`src/rtl/wk_route_pkg.sv`:
```
package wk_route_pkg;
  typedef enum logic [1:0] {
    HOP_PENDING = 2'd0,
    HOP_EJECT   = 2'd1,
    HOP_SUBST   = 2'd2,
    HOP_FLIP    = 2'd3
  } hop_kind_e;
endpackage

```
`src/rtl/wk_level_find.sv`:
```
module wk_level_find #(
  parameter int LEVELS_T = 3,
  parameter int DW       = 2,
  parameter int LW       = 2
) (
  input  logic [LEVELS_T*DW-1:0] id_a,
  input  logic [LEVELS_T*DW-1:0] id_b,
  output logic [LW-1:0]          level
);
  // Highest digit position (1-based) where the identifiers differ, 0 if equal.
  always_comb begin
    level = '0;
    for (int k = 1; k <= LEVELS_T; k++) begin
      if (id_a[(k-1)*DW +: DW] != id_b[(k-1)*DW +: DW]) level = LW'(k);
    end
  end
endmodule

```
`src/rtl/wk_bridge_gen.sv`:
```
module wk_bridge_gen #(
  parameter int LEVELS_T = 3,
  parameter int DW       = 2,
  parameter int LW       = 2
) (
  input  logic [LEVELS_T*DW-1:0] cur_id,
  input  logic [LEVELS_T*DW-1:0] tgt_id,
  input  logic [LW-1:0]          level,
  output logic [LEVELS_T*DW-1:0] near_id
);
  logic [DW-1:0] tgt_digit;

  // Destination digit at the differing level.
  always_comb begin
    tgt_digit = '0;
    for (int k = 1; k <= LEVELS_T; k++) begin
      if (LW'(k) == level) tgt_digit = tgt_id[(k-1)*DW +: DW];
    end
  end

  // Near end of the bridge: upper and level digits from the current node,
  // every lower digit replaced by the destination's level digit.
  always_comb begin
    for (int k = 1; k <= LEVELS_T; k++) begin
      if (LW'(k) < level) near_id[(k-1)*DW +: DW] = tgt_digit;
      else                near_id[(k-1)*DW +: DW] = cur_id[(k-1)*DW +: DW];
    end
  end
endmodule

```
`src/rtl/wk_hop_stage.sv`:
```
module wk_hop_stage
  import wk_route_pkg::*;
#(
  parameter int LEVELS_T = 3,
  parameter int DW       = 2,
  parameter int LW       = 2
) (
  input  logic [LEVELS_T*DW-1:0] cur_id,
  input  logic [LEVELS_T*DW-1:0] tgt_in,
  input  hop_kind_e              kind_in,
  input  logic [DW-1:0]          port_in,
  input  logic [LW-1:0]          label_in,
  output logic [LEVELS_T*DW-1:0] tgt_out,
  output hop_kind_e              kind_out,
  output logic [DW-1:0]          port_out,
  output logic [LW-1:0]          label_out
);
  logic [LW-1:0]          level;
  logic [LEVELS_T*DW-1:0] near_id;

  wk_level_find #(.LEVELS_T(LEVELS_T), .DW(DW), .LW(LW)) level_i (
    .id_a  (cur_id),
    .id_b  (tgt_in),
    .level (level)
  );

  wk_bridge_gen #(.LEVELS_T(LEVELS_T), .DW(DW), .LW(LW)) bridge_i (
    .cur_id  (cur_id),
    .tgt_id  (tgt_in),
    .level   (level),
    .near_id (near_id)
  );

  always_comb begin
    tgt_out   = tgt_in;
    kind_out  = kind_in;
    port_out  = port_in;
    label_out = label_in;
    if (kind_in == HOP_PENDING) begin
      if (level == '0) begin
        kind_out  = HOP_EJECT;
        port_out  = '0;
        label_out = '0;
      end else if (level == LW'(1)) begin
        kind_out  = HOP_SUBST;
        port_out  = tgt_in[DW-1:0];
        label_out = '0;
      end else if (near_id == cur_id) begin
        kind_out  = HOP_FLIP;
        port_out  = cur_id[DW-1:0];
        label_out = level - LW'(1);
      end else begin
        tgt_out = near_id;
      end
    end
  end
endmodule

```
`src/rtl/wk_next_hop_router.sv`:
```
module wk_next_hop_router
  import wk_route_pkg::*;
#(
  parameter int RADIX_D  = 4,
  parameter int LEVELS_T = 3,
  localparam int DW = (RADIX_D > 2) ? $clog2(RADIX_D) : 1,
  localparam int AW = LEVELS_T * DW,
  localparam int LW = (LEVELS_T > 0) ? $clog2(LEVELS_T + 1) : 1
) (
  input  logic          clk,
  input  logic          rst,
  input  logic          req_valid,
  input  logic [AW-1:0] cur_id,
  input  logic [AW-1:0] dst_id,
  output logic          rsp_valid,
  output logic          rsp_eject,
  output logic          rsp_flip,
  output logic [DW-1:0] rsp_port,
  output logic [LW-1:0] rsp_label
);
  // Chain of unrolled search stages; each one lowers the level by at least one.
  logic [AW-1:0] tgt_chain   [LEVELS_T+1];
  hop_kind_e     kind_chain  [LEVELS_T+1];
  logic [DW-1:0] port_chain  [LEVELS_T+1];
  logic [LW-1:0] label_chain [LEVELS_T+1];

  assign tgt_chain[0]   = dst_id;
  assign kind_chain[0]  = HOP_PENDING;
  assign port_chain[0]  = '0;
  assign label_chain[0] = '0;

  for (genvar s = 0; s < LEVELS_T; s++) begin : g_stage
    wk_hop_stage #(.LEVELS_T(LEVELS_T), .DW(DW), .LW(LW)) stage_i (
      .cur_id    (cur_id),
      .tgt_in    (tgt_chain[s]),
      .kind_in   (kind_chain[s]),
      .port_in   (port_chain[s]),
      .label_in  (label_chain[s]),
      .tgt_out   (tgt_chain[s+1]),
      .kind_out  (kind_chain[s+1]),
      .port_out  (port_chain[s+1]),
      .label_out (label_chain[s+1])
    );
  end

  hop_kind_e final_kind;
  assign final_kind = kind_chain[LEVELS_T];

  always_ff @(posedge clk) begin
    if (rst) begin
      rsp_valid <= 1'b0;
      rsp_eject <= 1'b0;
      rsp_flip  <= 1'b0;
      rsp_port  <= '0;
      rsp_label <= '0;
    end else begin
      rsp_valid <= req_valid;
      if (req_valid) begin
        rsp_eject <= (final_kind == HOP_EJECT);
        rsp_flip  <= (final_kind == HOP_FLIP);
        rsp_port  <= port_chain[LEVELS_T];
        rsp_label <= label_chain[LEVELS_T];
      end
    end
  end

  // eject exactly when the identifiers of the request matched.
  assert_eject_equal_R1: assert property (@(posedge clk) disable iff (rst)
    req_valid |=> (rsp_eject == ($past(cur_id) == $past(dst_id))));

  // a substituting or eject answer carries label 0.
  assert_subst_label_R2: assert property (@(posedge clk) disable iff (rst)
    req_valid |=> (rsp_flip || rsp_label == '0));

  // a flipping answer leaves through the port of the node's own low digit.
  assert_flip_port_R3: assert property (@(posedge clk) disable iff (rst)
    req_valid |=> (!rsp_flip || rsp_port == $past(cur_id[DW-1:0])));

  // a substituting answer never points back at the node itself.
  assert_subst_port_R5: assert property (@(posedge clk) disable iff (rst)
    req_valid |=> (rsp_flip || rsp_eject || rsp_port != $past(cur_id[DW-1:0])));

  // response strobe follows the request strobe by one cycle.
  assert_valid_follow_R7: assert property (@(posedge clk) disable iff (rst)
    req_valid |=> rsp_valid);
  assert_valid_idle_R7: assert property (@(posedge clk) disable iff (rst)
    !req_valid |=> !rsp_valid);
  assert_hold_R7: assert property (@(posedge clk) disable iff (rst)
    !req_valid |=> ($stable(rsp_port) && $stable(rsp_label) && $stable(rsp_flip)));

  // eject and flip are never reported together.
  assert_kind_excl_R3: assert property (@(posedge clk) disable iff (rst)
    !(rsp_eject && rsp_flip));
endmodule

```
`config.mk`:
```
export PLATFORM = sky130hd
export DESIGN_NAME = wk_next_hop_router
export DESIGN_NICKNAME = d
export VERILOG_FILES = /design/src/rtl/wk_route_pkg.sv /design/src/rtl/wk_level_find.sv /design/src/rtl/wk_bridge_gen.sv /design/src/rtl/wk_hop_stage.sv /design/src/rtl/wk_next_hop_router.sv
export SDC_FILE = /design/constraint.sdc
export NUM_CORES = 1
export LEC_CHECK = 0
export BUFFER_PORTS_ARGS = -buffer_cell sky130_fd_sc_hd__clkbuf_2
export CAP_MARGIN = 20
export CORE_ASPECT_RATIO = 1.2
export CORE_MARGIN = 4
export CORE_UTILIZATION = 44
export CTS_CLUSTER_DIAMETER = 100
export DETAILED_ROUTE_END_ITERATION = 8
export PLACE_DENSITY = 0.74
export SYNTH_ARGS = -nofsm -noshare
export SYNTH_HDL_FRONTEND = slang
export SYNTH_SLANG_ARGS = --single-unit
```
`constraint.sdc`:
```
create_clock -name clk -period 2.4 [get_ports clk]
set_clock_uncertainty 0.05 [all_clocks]
set_input_delay 0.24 -clock clk [delete_from_list [all_inputs] [get_ports clk]]
set_output_delay 0.24 -clock clk [all_outputs]
set_load 0.02 [all_outputs]
```
# Word level (Yosys, flattened, before mapping)
# Index checks and enable logic that the tools add are counted.
# W data, S select, Z words.
[op_classes]
n_addsub = 3
mul = 0
n_div = 0
n_lt_le_gt_ge = 9
eq_ne = 26
shift = 0
muxes = 67
bitwise = 0
n_reduce_logical = 5
[ops]
columns = ["op", "n"]
rows = [
  ["$mux W2", 57],
  ["$mux W6", 7],
  ["$eq A6 B6 Y1", 3],
  ["$ne A2 B2 Y1", 9],
  ["$eq A2 B2 Y1 const A", 6],
  ["$lt A2 B2 Y1 const A", 6],
  ["$logic_not A2 Y1", 5],
  ["$eq A2 B1 Y1 const B", 4],
  ["$eq A1 B2 Y1 const A", 3],
  ["$lt A1 B2 Y1 const A", 3],
  ["$sub A2 B1 Y2 const B", 3],
  ["$mux W1", 3],
  ["$eq A2 B2 Y1 const B", 1],
]
[totals]
ff_bits = 7
latch_bits = 0
ramBits = 0
romBits = 0
wordCells = 115
n_memories = 0

# Logic depth before layout (Yosys ltp)
# Gate-level depths: netlist of the first run.
[logic_depth]
ltp_word = 42
ltp_mapped = 10
depth_no_buf = 8

# By module
# Synthesis of the first run repeated with hierarchy kept, for this count alone.
[hier_totals]
hier_cells = 243
hier_area_um2 = 1936.9
[by_module_without_submodules]
columns = ["mod", "instances", "cells_per_inst", "area_per_inst_um2", "seq_area_each_um2"]
rows = [
  ["wk_hop_stage", 3, 52, 387.9, 0.0],
  ["wk_level_find", 3, 10, 92.6, 0.0],
  ["wk_next_hop_router", 1, 24, 251.5, 140.1],
  ["wk_bridge_gen", 3, 11, 81.3, 0.0],
]

# Worst setup path after synthesis of the first run
# OpenSTA, ideal clock, no wires.
[synth_timing]
path_kind = "input -> register"
from = "input port dst_id[4]"
to = "register rsp_port[0]"
setup_time_ns = 0.132
arrival_time_ns = 2.027
t_required_ns = 2.218
slack_ns = 0.191
path_stages = 9
n_path_buf = 1
path_cell_list = "buf_6 -> xnor2_4 -> nand2_2 -> or4b_1 -> a31o_1 -> a211o_1 -> and3_1 -> a211oi_2 -> o32ai_1"
[synth_between]
elab_chain_cells = 39
elab_cells_between_ends = 86
classes_between = "order compare (9); eq/ne (22); mux (50); reduce/logical (5)"
[synth_lines]
columns = ["item", "line_no", "rtl"]
rows = [
  ["start, declared", "wk_next_hop_router.sv:14", "input logic [AW-1:0] dst_id,"],
  ["$ne A2 B2 Y1", "wk_level_find.sv:14", "if (id_a[(k-1)*DW +: DW] != id_b[(k-1)*DW +: DW]) level = LW'(k);"],
  ["$mux W2", "wk_level_find.sv:14", ""],
  ["$eq A1 B2 Y1", "wk_bridge_gen.sv:17, wk_hop_stage.sv:44", ""],
  ["$mux W2 (3 in a row)", "wk_bridge_gen.sv:17", "if (LW'(k) == level) tgt_digit = tgt_id[(k-1)*DW +: DW];"],
  ["$mux W2", "wk_bridge_gen.sv:25", "if (LW'(k) < level) near_id[(k-1)*DW +: DW] = tgt_digit;"],
  ["$eq A6 B6 Y1", "wk_hop_stage.sv:48", "end else if (near_id == cur_id) begin"],
  ["$mux W6", "wk_hop_stage.sv:48", ""],
  ["$mux W6", "wk_hop_stage.sv:44", "end else if (level == LW'(1)) begin"],
  ["[... 19 more ...]", "n/a", ""],
  ["$eq A1 B2 Y1", "wk_bridge_gen.sv:17, wk_hop_stage.sv:44", ""],
  ["$mux W2 (3 in a row)", "wk_bridge_gen.sv:17", ""],
  ["$mux W2", "wk_bridge_gen.sv:25", ""],
  ["$eq A6 B6 Y1", "wk_hop_stage.sv:48", ""],
  ["$mux W2", "wk_hop_stage.sv:48", ""],
  ["$mux W2", "wk_hop_stage.sv:44", ""],
  ["$mux W2", "wk_hop_stage.sv:40", "if (level == '0) begin"],
  ["$mux W2 (*)", "wk_hop_stage.sv:39", "if (kind_in == HOP_PENDING) begin"],
  ["end signal, assigned", "wk_next_hop_router.sv:61", "rsp_port <= port_chain[LEVELS_T];"],
  ["end, declared", "wk_next_hop_router.sv:18", "output logic [DW-1:0] rsp_port,"],
]
# Mark *: on every way between the ends. The rest lies on a longest branch, timed or not.
# A chain may end at the register's enable or synchronous reset.

# Worst setup path after layout of the first run
# Ends and elaborated chain as after synthesis.

==> results.json, run 1 <==
{
  "via_count": 1247,
  "cp_slowest_cell": "or4b_1",
  "drive_gt1_share_pct": 28.7,
  "holdBufCountCts": 0,
  "combPwrFrac_pct": 56.1,
  "synth_top_area_share_pct": 12.3,
  "path_clk_slew_ns": 0.06,
  "row_count": 19,
  "wl_per_cell_um": 14.2,
  "rr_endpoint": "rsp_flip",
  "worstHoldPathCells": 2,
  "initial_utilization_pct": 47.8,
  "rsz0062_at_grt": "no",
  "n_antenna_cell": 0,
  "ios": 22,
  "area_growth_pct": 18.8,
  "fmax_mhz": 459,
  "synth_enable_flop_cells": 0,
  "crit_path_max_incr_delay_ns": 0.54,
  "overflow": 0,
  "finalCriticalPeriod_ns": 2.18,
  "tightest_slew_ns": 0.341,
  "grt_max_degree": 12,
  "dieArea_mm2": 0.00346,
  "antenna_found_initial": 0,
  "syn_area_mm2": 0.00114,
  "hp-start": "rst",
  "worstSetupPathType": "primary input to flop",
  "grt_pass1_wl_mm": 4.89,
  "finalPower_mw": 0.564,
  "track_usage_pct": 18.2,
  "nets": 197,
  "clockBufferDepth": 2,
  "routed_wl_mm": 3.00,
  "reg2reg_depth": 3,
  "drc": 0,
  "end_kind": "flop",
  "via_per_inst": 5.88,
  "powerDensity_mw_per_mm2": 418,
  "r2r-start": "rsp_flip",
  "total_leakage_power_nw": 0.579,
  "hp-class": "primary input to flop",
  "cts_tree": "done",
  "gp_congestion": 0.839,
  "fin_ws_ns": 0.220,
  "seqPwrFrac_pct": 23.4,
  "regArea_um2": 140,
  "synth_seq_cells": 7,
  "synth_fp_nets": 169,
  "clock-sinks": 7,
  "multi_input_area_um2": 916,
  "dpl_cell_area_mm2": 0.00132,
  "internal-power_mw": 0.329,
  "critPathArrivalTime_ns": 2.27,
  "yosysUniqueCellTypes": 57,
  "cts_buffers": 3,
  "synth_cells": 154,
  "min_to": "rsp_eject",
  "ys_top_cells_by_area": "dfxtp_1 12%, xnor2_1 7.7%, nand2_1 5.6%",
  "period_share_pct": 90.8,
  "final_cell_mix": "21 x clkbuf_2, 17 x nand2_1, 16 x buf_4",
  "critPathRequiredTime_ns": 2.49,
  "path_max_fanout": 5,
  "yosys_most_used_dff": "dfxtp_1",
  "maxSlewViolCount": 0,
  "h-tree-depth": 1,
  "core_mm2": 0.00238,
  "cts_root_buffer": "clkbuf_4",
  "cts-resized-gates": 0,
  "start_kind": "primary input",
  "slew_headroom_pct": 77.2,
  "setup_viol": 0,
  "pwr-share-clk_pct": 20.5,
  "final_core_util_pct": 56.8,
  "cts_setup_buffers": 0,
  "fill_cells": 226,
  "die_h_um": 63.7,
  "ir_worst_vdd_uv": 214,
  "drt_pass1_iterations": 4,
  "netSwitchingPower_mw": 0.235,
  "first_iter_violations": 37,
  "post-dp-hpwl_mm": 2.39,
  "swShare_pct": 41.6,
  "insertion_delay_ns": 0.27,
  "port_buffers": 21,
  "grt_pass1_vias": 1162,
  "dp_slack_ns": -0.0342,
  "avgSynthCellArea_um2": 7.38,
  "r2r_slack_ns": 1.57,
  "hold_viol": 0,
  "synthArstFlopShare_pct": 0,
  "layout.cells.most_common": "clkbuf_2",
  "synth_warnings": 0,
  "worstPathCellList": "clkbuf_2 -> xnor2_4 -> nand2_2 -> or4b_1 -> a31o_1 -> a211o_1 -> and3_1 -> a211oi_2 -> o32ai_1",
  "synth_top_area_cell": "dfxtp_1",
  "max_cap_violations": 0,
  "outcome": "complete, no violations",
  "drtAntennaViolNets": 0,
  "die_w_um": 54.4,
  "postLayoutCellArea_mm2": 0.00135,
  "yosysSeqAreaShare_pct": 12.3
}
state kept, by name (all words and copies together), names as in the netlist:
register / cells
rsp_valid: 1
rsp_label: 2
rsp_port: 2
rsp_flip: 1
rsp_eject: 1
synthesized netlist by cell type (2+ instances only):
master    instances
o21bai_1          2
nand3_1           9
clkbuf_1          5
a21o_1            2
nand2_1          17
a21oi_1           5
nand2b_1          5
nor2_1           11
o221ai_1          3
o211ai_1          2
buf_2             4
mux2i_1           2
nor3_1            4
dfxtp_1           7
a31o_1            2
xor2_1            4
xnor2_1          10
nand4_1           3
nor2b_1           5
nand3b_1          2
o21ai_0           6
o21a_1            2
o22ai_1           2
a31oi_1           3
or3_1             2
buf_4             3
and3_1            2
cells by family (layout without fill, tap and decap cells):
family / Yosys count / after routing / synth area share (%)
AOI/OAI and AO/OA: 43 / 43 / 29.3
xor gates and xnor gates: 17 / 17 / 16.1
buffers and inverters: 15 / 42 / 7.05
DFF: 7 / 7 / 12.3
muxes: 4 / 4 / 3.74
and+or+nand+nor: 68 / 68 / 31.5
worst max-delay path: cells and delay by family:
family | cells | cell delay (ns)
compound gates | 4 | 0.79
buf+inv | 1 | 0.15
xor+xnor | 1 | 0.25
simple gates | 3 | 0.84
power by group through the flow:
stage / sequential (mW) / clock, mW / combinational [mW]
3_3_place_gp: 0.134 / 0 / 0.306
4_1_cts: 0.132 / 0.116 / 0.314
5_1_grt: 0.133 / 0.125 / 0.344
2_1_floorplan: 0.147 / 0 / 0.215
6_report: 0.132 / 0.116 / 0.316
3_5_place_dp: 0.134 / 0 / 0.312
through the flow:
| stage | setup TNS, ns | std cells | hold WS, ns |
|---|---|---|---|
| after floorplan | 0 | 154 | 0.431 |
| after CTS | 0 | 212 | 0.188 |
| after global routing | 0 | 212 | 0.213 |
| after global placement | 0 | 208 | 0.406 |
| final | 0 | 212 | 0.195 |
| after detailed placement | -0.0613 | 208 | 0.413 |
layer usage:
| layer | global-route usage, % | routed length, um | vias up |
|---|---|---|---|
| li1 | - | - | 627 |
| met1 | 22.6 | 1320 | 569 |
| met2 | 30.2 | 1480 | 44 |
| met3 | 1.89 | 150 | 7 |
| met4 | 7.79 | 57 | 0 |
| met5 | 0 | 0 | - |
worst max path at each step:
| stage | startpoint | endpoint | slack (ns) | cells past startpoint |
|---|---|---|---|---|
| 3_5_place_dp | dst_id[4] | rsp_port[0] | -0.03 | 9 |
| 5_1_grt | dst_id[4] | rsp_port[0] | 0.08 | 10 |
| 4_1_cts | dst_id[4] | rsp_port[0] | 0.23 | 9 |
| 2_1_floorplan | dst_id[4] | rsp_port[0] | 0.19 | 9 |
| 3_3_place_gp | dst_id[4] | rsp_port[0] | 0.05 | 9 |
| 6_report | dst_id[4] | rsp_port[0] | 0.22 | 9 |
final cells by class:
type                       count  share of cell area, %
clock buffer                   4                   1.95
timing repair buffer          37                   16.7
multi-input combinational    132                   67.8
inverter                       1                  0.278
tap                           31                   2.87
sequential                     7                   10.4
Note: power is estimated with default switching activity, not from simulation.
==> run 2: changes to the inputs <==
Settings changed: CORE_UTILIZATION 44 to 40, CTS_BUF_LIST from default to sky130_fd_sc_hd__clkbuf_2, PLACE_DENSITY 0.74 to 0.69.
==> run 2 against run 1 <==
Compared with the run above:
- core utilization fell by 5.0 points
- final area rose by 0.83%
- via count decreased by 4.2%
- critical path depth is the same
- first-iteration DRC count down 24%
- global-route usage fell by 2.8 points
- sequential cell count unchanged
- sequential share of layout area shrank 0.086 points
- power is 4.7% lower
- critical path type unchanged
- critical endpoint unchanged
- highest routed layer unchanged
==> results.json, run 2 (synthesis results as in run 1) <==
{
  "finalCriticalPeriod_ns": 2.13,
  "area_growth_pct": 19.8,
  "reg_top3": "rsp_label: 2 flops, rsp_port: 2 flops",
  "row_count": 20,
  "ir_worst_vdd_uv": 232,
  "multi_input_area_um2": 916,
  "reg2reg_depth": 3,
  "worstSetupPathType": "primary input to flop",
  "routed_wl_mm": 2.84,
  "worstHoldPathCells": 2,
  "drc": 0,
  "ios": 22,
  "via_per_inst": 5.53,
  "via_count": 1195,
  "cp_slowest_cell": "or3_1",
  "clockBufferDepth": 2,
  "startpoint": "dst_id[4]",
  "rr_endpoint": "rsp_flip",
  "nets": 199,
  "total_leakage_power_nw": 0.589,
  "end_kind": "flop",
  "wl_per_cell_um": 13.1,
  "rsz0062_at_grt": "no",
  "powerDensity_mw_per_mm2": 395,
  "first_iter_violations": 28,
  "fin_ws_ns": 0.270,
  "layout.cells.most_common": "clkbuf_2",
  "post-dp-hpwl_mm": 2.33,
  "grt_pass1_wl_mm": 4.71,
  "die_w_um": 56.7,
  "drive_gt1_share_pct": 30.1,
  "final_cell_mix": "25 x clkbuf_2, 18 x buf_4, 17 x nand2_1",
  "hold_viol": 0,
  "max_cap_violations": 0,
  "critPathTopFamily": "compound AO/OA/AOI/OAI gates",
  "insertion_delay_ns": 0.24,
  "cts_tree": "done",
  "path_buf_inv": 1,
  "period_share_pct": 88.7,
  "critPathArrivalTime_ns": 2.19,
  "track_usage_pct": 15.4,
  "r2r_slack_ns": 1.50,
  "h-tree-depth": 1,
  "fin_tns_setup_ns": 0,
  "drtAntennaViolNets": 0,
  "worstPathCellList": "clkbuf_2 -> xor2_1 -> nor2_4 -> o211ai_2 -> nor3_1 -> or3_1 -> xnor2_1 -> a211oi_2 -> o32ai_1",
  "finalHoldWorstSlack_ns": 0.226,
  "slew_headroom_pct": 76.8,
  "fill_cells": 264,
  "critPathRequiredTime_ns": 2.46,
  "start_kind": "primary input",
  "r2r-start": "rsp_flip",
  "path_clk_slew_ns": 0.08,
  "crit_path_max_incr_delay_ns": 0.40,
  "clock-sinks": 7,
  "grt_pass1_vias": 1080,
  "finalPower_mw": 0.537,
  "n_antenna_cell": 0,
  "placedCellCount": 212,
  "tightest_slew_ns": 0.347,
  "die_h_um": 66.4,
  "cts_buffers": 3,
  "core_mm2": 0.00263,
  "dp_slack_ns": 0.0286,
  "initial_utilization_pct": 43.2,
  "critical_path.endpoint": "rsp_port[0]",
  "cts_root_buffer": "clkbuf_2",
  "crit_cells": 9,
  "hp-class": "primary input to flop",
  "maxSlewViolCount": 0,
  "antenna_found_initial": 0,
  "cts-resized-gates": 0,
  "setup_viol": 0,
  "regArea_um2": 140,
  "overflow": 0,
  "dieArea_mm2": 0.00376,
  "gp_congestion": 0.901,
  "instances_no_fill": 216,
  "holdBufCountCts": 0,
  "fmax_mhz": 470,
  "grt_max_degree": 15,
  "cts_setup_buffers": 0,
  "port_buffers": 21,
  "drt_pass1_iterations": 6,
  "path_max_fanout": 5,
  "outcome": "complete, no violations"
}
## run 2: cell count changes in the layout (fill, tap and decap cells not counted), sizes merged
cell	before	now
buf	16	18
## run 2: per-layer routing
layer  routed length, um  up-vias  GRT usage (%)
li1                    -      619              -
met1                1250      538           18.3
met2                1440       33           28.8
met3                 120        5           1.95
met4                  36        0           3.56
met5                   0        -              0
## run 2: layout make-up
type	count	area share, %
repair buffers	39	17.6
well taps	33	3.03
clock buffers	4	1.47
multi-input cells	132	67.3
inverters	1	0.276
flip-flops and latches	7	10.3
## run 2: how the worst min path moves through the flow
stage / endpoint / from / slack, ns
global placement: rsp_label[1] / rsp_label[1] / 0.41
global route: rsp_eject / rst / 0.23
detailed placement: rsp_label[1] / rsp_label[1] / 0.42
finish: rsp_eject / rst / 0.23
floorplan: rsp_eject / dst_id[1] / 0.43
CTS: rsp_eject / rst / 0.22
## run 2: where the power goes
part	internal [mW]	switching [mW]
logic	0.142	0.175
registers	0.127	0.00458
clock network	0.0443	0.0444
total	0.313	0.224
## run 2: through the flow
stage          util (%)  cell area [um2]
3_3_place_gp       51.0             1340
4_1_cts            51.8             1360
3_5_place_dp       51.0             1340
6_report           51.8             1360
5_1_grt            51.8             1360
2_1_floorplan         -             1140
==> run 3: changes to the inputs <==
Settings changed: ABC_AREA from default to 1, PLACE_DENSITY 0.69 to 0.72, RECOVER_POWER from default to 25.
==> run 3 against run 2 <==
Compared with the run above:
- cell count is 18% lower
- combinational power fell by 38%
- clock power down 4.8%
- power shrank 24%
- synthesized cell count decreased by 13%
- sequential power shrank 3%
- via count decreased by 24%
- core utilization shrank 1.3 points
==> results.json, run 3 <==
{
  "powerDensity_mw_per_mm2": 435,
  "outcome": "complete, no violations",
  "setup_viol": 0,
  "critPathRequiredTime_ns": 2.47,
  "reg2reg_depth": 4,
  "overflow": 0,
  "rsz0062_at_grt": "no",
  "grt_pass1_wl_mm": 3.15,
  "slew_headroom_pct": 75.3,
  "reg_top3": "rsp_label: 2 flops, rsp_port: 2 flops",
  "syn_area_um2": 790,
  "drc": 0,
  "critPathArrivalTime_ns": 2.18,
  "post-dp-hpwl_mm": 1.60,
  "initial_utilization_pct": 42.7,
  "synth_top_cells_by_count": "46 x nand2_1, 16 x inv_1, 15 x nand3_1",
  "die_w_um": 48.6,
  "synth_seq_cells": 7,
  "rr_endpoint": "rsp_label[0]",
  "routed_wl_mm": 1.83,
  "period_share_pct": 87.8,
  "finalCriticalPeriod_ns": 2.11,
  "grt_max_degree": 9,
  "drtAntennaViolNets": 0,
  "first_iter_violations": 26,
  "tightest_slew_ns": 0.371,
  "h-tree-depth": 1,
  "layout.cells.most_common": "nand2_1",
  "ir_worst_vdd_uv": 147,
  "start_kind": "primary input",
  "die_h_um": 56.7,
  "synth_warnings": 0,
  "insertion_delay_ns": 0.22,
  "clock-sinks": 7,
  "antenna_found_initial": 0,
  "core_mm2": 0.00185,
  "track_usage_pct": 13.5,
  "port_buffers": 21,
  "drive_gt1_share_pct": 29.6,
  "fmax_mhz": 475,
  "final_cell_mix": "46 x nand2_1, 22 x clkbuf_2, 16 x inv_1",
  "hp-class": "primary input to flop",
  "gp_congestion": 0.840,
  "via_per_inst": 5.08,
  "end_kind": "flop",
  "hp-start": "rst",
  "n_antenna_cell": 0,
  "synth_top_area_cell": "nand2_1",
  "row_count": 17,
  "holdBufCountCts": 0,
  "cts_setup_buffers": 0,
  "max_cap_violations": 0,
  "dieArea_mm2": 0.00275,
  "synth_cells": 134,
  "hold_viol": 0,
  "cts_buffers": 3,
  "ios": 22,
  "multi_input_area_um2": 569,
  "placedCellCount": 174,
  "path_max_fanout": 5,
  "path_clk_slew_ns": 0.07,
  "min_to": "rsp_flip",
  "maxSlewViolCount": 0,
  "instances_no_fill": 178,
  "cts_tree": "done",
  "r2r_slack_ns": 1.73,
  "yosysUniqueCellTypes": 24,
  "clockBufferDepth": 2,
  "synthArstFlopShare_pct": 0,
  "grt_pass1_vias": 801,
  "cts_root_buffer": "clkbuf_2",
  "fin_tns_setup_ns": 0,
  "nets": 175,
  "drt_pass1_iterations": 4,
  "synth_fp_nets": 149,
  "synth_most_common_cell": "nand2_1",
  "area_growth_pct": 18.4,
  "regArea_um2": 140,
  "cts-resized-gates": 0,
  "synth_enable_flop_cells": 0,
  "r2r-start": "rsp_label[0]",
  "total_leakage_power_nw": 0.516,
  "synth_top_area_share_pct": 21.9,
  "via_count": 904,
  "ys_top_cells_by_area": "nand2_1 22%, dfxtp_1 18%, nand3_1 9.5%",
  "worstSetupPathType": "primary input to flop",
  "yosys_most_used_dff": "dfxtp_1",
  "finalHoldWorstSlack_ns": 0.212,
  "yosysSeqAreaShare_pct": 17.7,
  "worstHoldPathCells": 2,
  "avgSynthCellArea_um2": 5.89,
  "wl_per_cell_um": 10.3,
  "fill_cells": 217
}
## run 3: cell types whose count changed after synthesis, moves of 6 or more
cell     previous run  this run
nand3_1             9        15
nand2_2             1         8
nand2_1            17        46
xnor2_1            10         2
inv_1               1        16
## run 3: worst max-delay path: stages
cell      delay (ns)
clkbuf_2        0.09
inv_1           0.09
nand2_1         0.12
nand2_1         0.09
nor2_4          0.14
nand3_1         0.14
nand4_1         0.16
nand4_4         0.13
o21ai_1         0.20
nand2_1         0.09
nand2_1         0.08
nand2_2         0.06
nand3_2         0.09
nand3_1         0.09
nand2_2         0.09
inv_1           0.04
nand4_1         0.06
nand3_1         0.07
nand2_1         0.08
inv_1           0.03
## run 3: per-layer routing
metal	share of wire [%]	track usage (%)	up-vias
met4	0	2.31	0
li1	-	-	483
met3	7.2	2.92	0
met5	0	0	-
met2	50	24.4	35
met1	43	16.1	386
## run 3: cells by family after synthesis
kind of cell	Yosys count	share of synthesized area, %
simple gates	91	59.7
buf+inv	20	10.1
xor+xnor	2	2.22
flops	7	17.7
compound gates	14	10.1
## run 3: where the power goes
| part | switching, mW | internal (mW) | total, mW |
|---|---|---|---|
| registers | 0.00330 | 0.124 | 0.127 |
| clock network | 0.0400 | 0.0444 | 0.0844 |
| logic | 0.125 | 0.0696 | 0.195 |
## run 3: layout make-up
class                           instances  area share, %
Inverter                               19           7.76
Clock buffer                            4           2.14
Sequential cell                         7           15.0
Tap cell                               19           2.54
Multi-Input combinational cell        107           60.9
Timing Repair Buffer                   22           11.6
## run 3: worst max path at each step
stage                         endpoint  startpoint  slack (ns)  depth (start not counted)
final                     rsp_label[0]   dst_id[4]        0.29                         20
after global placement    rsp_label[0]   dst_id[4]        0.12                         20
after floorplan               rsp_flip   dst_id[4]        0.46                         20
after CTS                 rsp_label[0]   dst_id[4]        0.31                         20
after global routing          rsp_flip   dst_id[4]        0.08                         21
after detailed placement  rsp_label[0]   dst_id[4]        0.08                         20
## run 3: metrics by stage
step           setup WS (ns)  util [%]  power, mW  instance area [um2]
2_1_floorplan          0.464         -      0.276                  790
3_3_place_gp           0.115      49.6      0.321                  918
3_5_place_dp          0.0755      49.6      0.326                  918
4_1_cts                0.308      50.7      0.410                  938
5_1_grt               0.0778      50.5      0.446                  935
6_report               0.294      50.5      0.406                  935
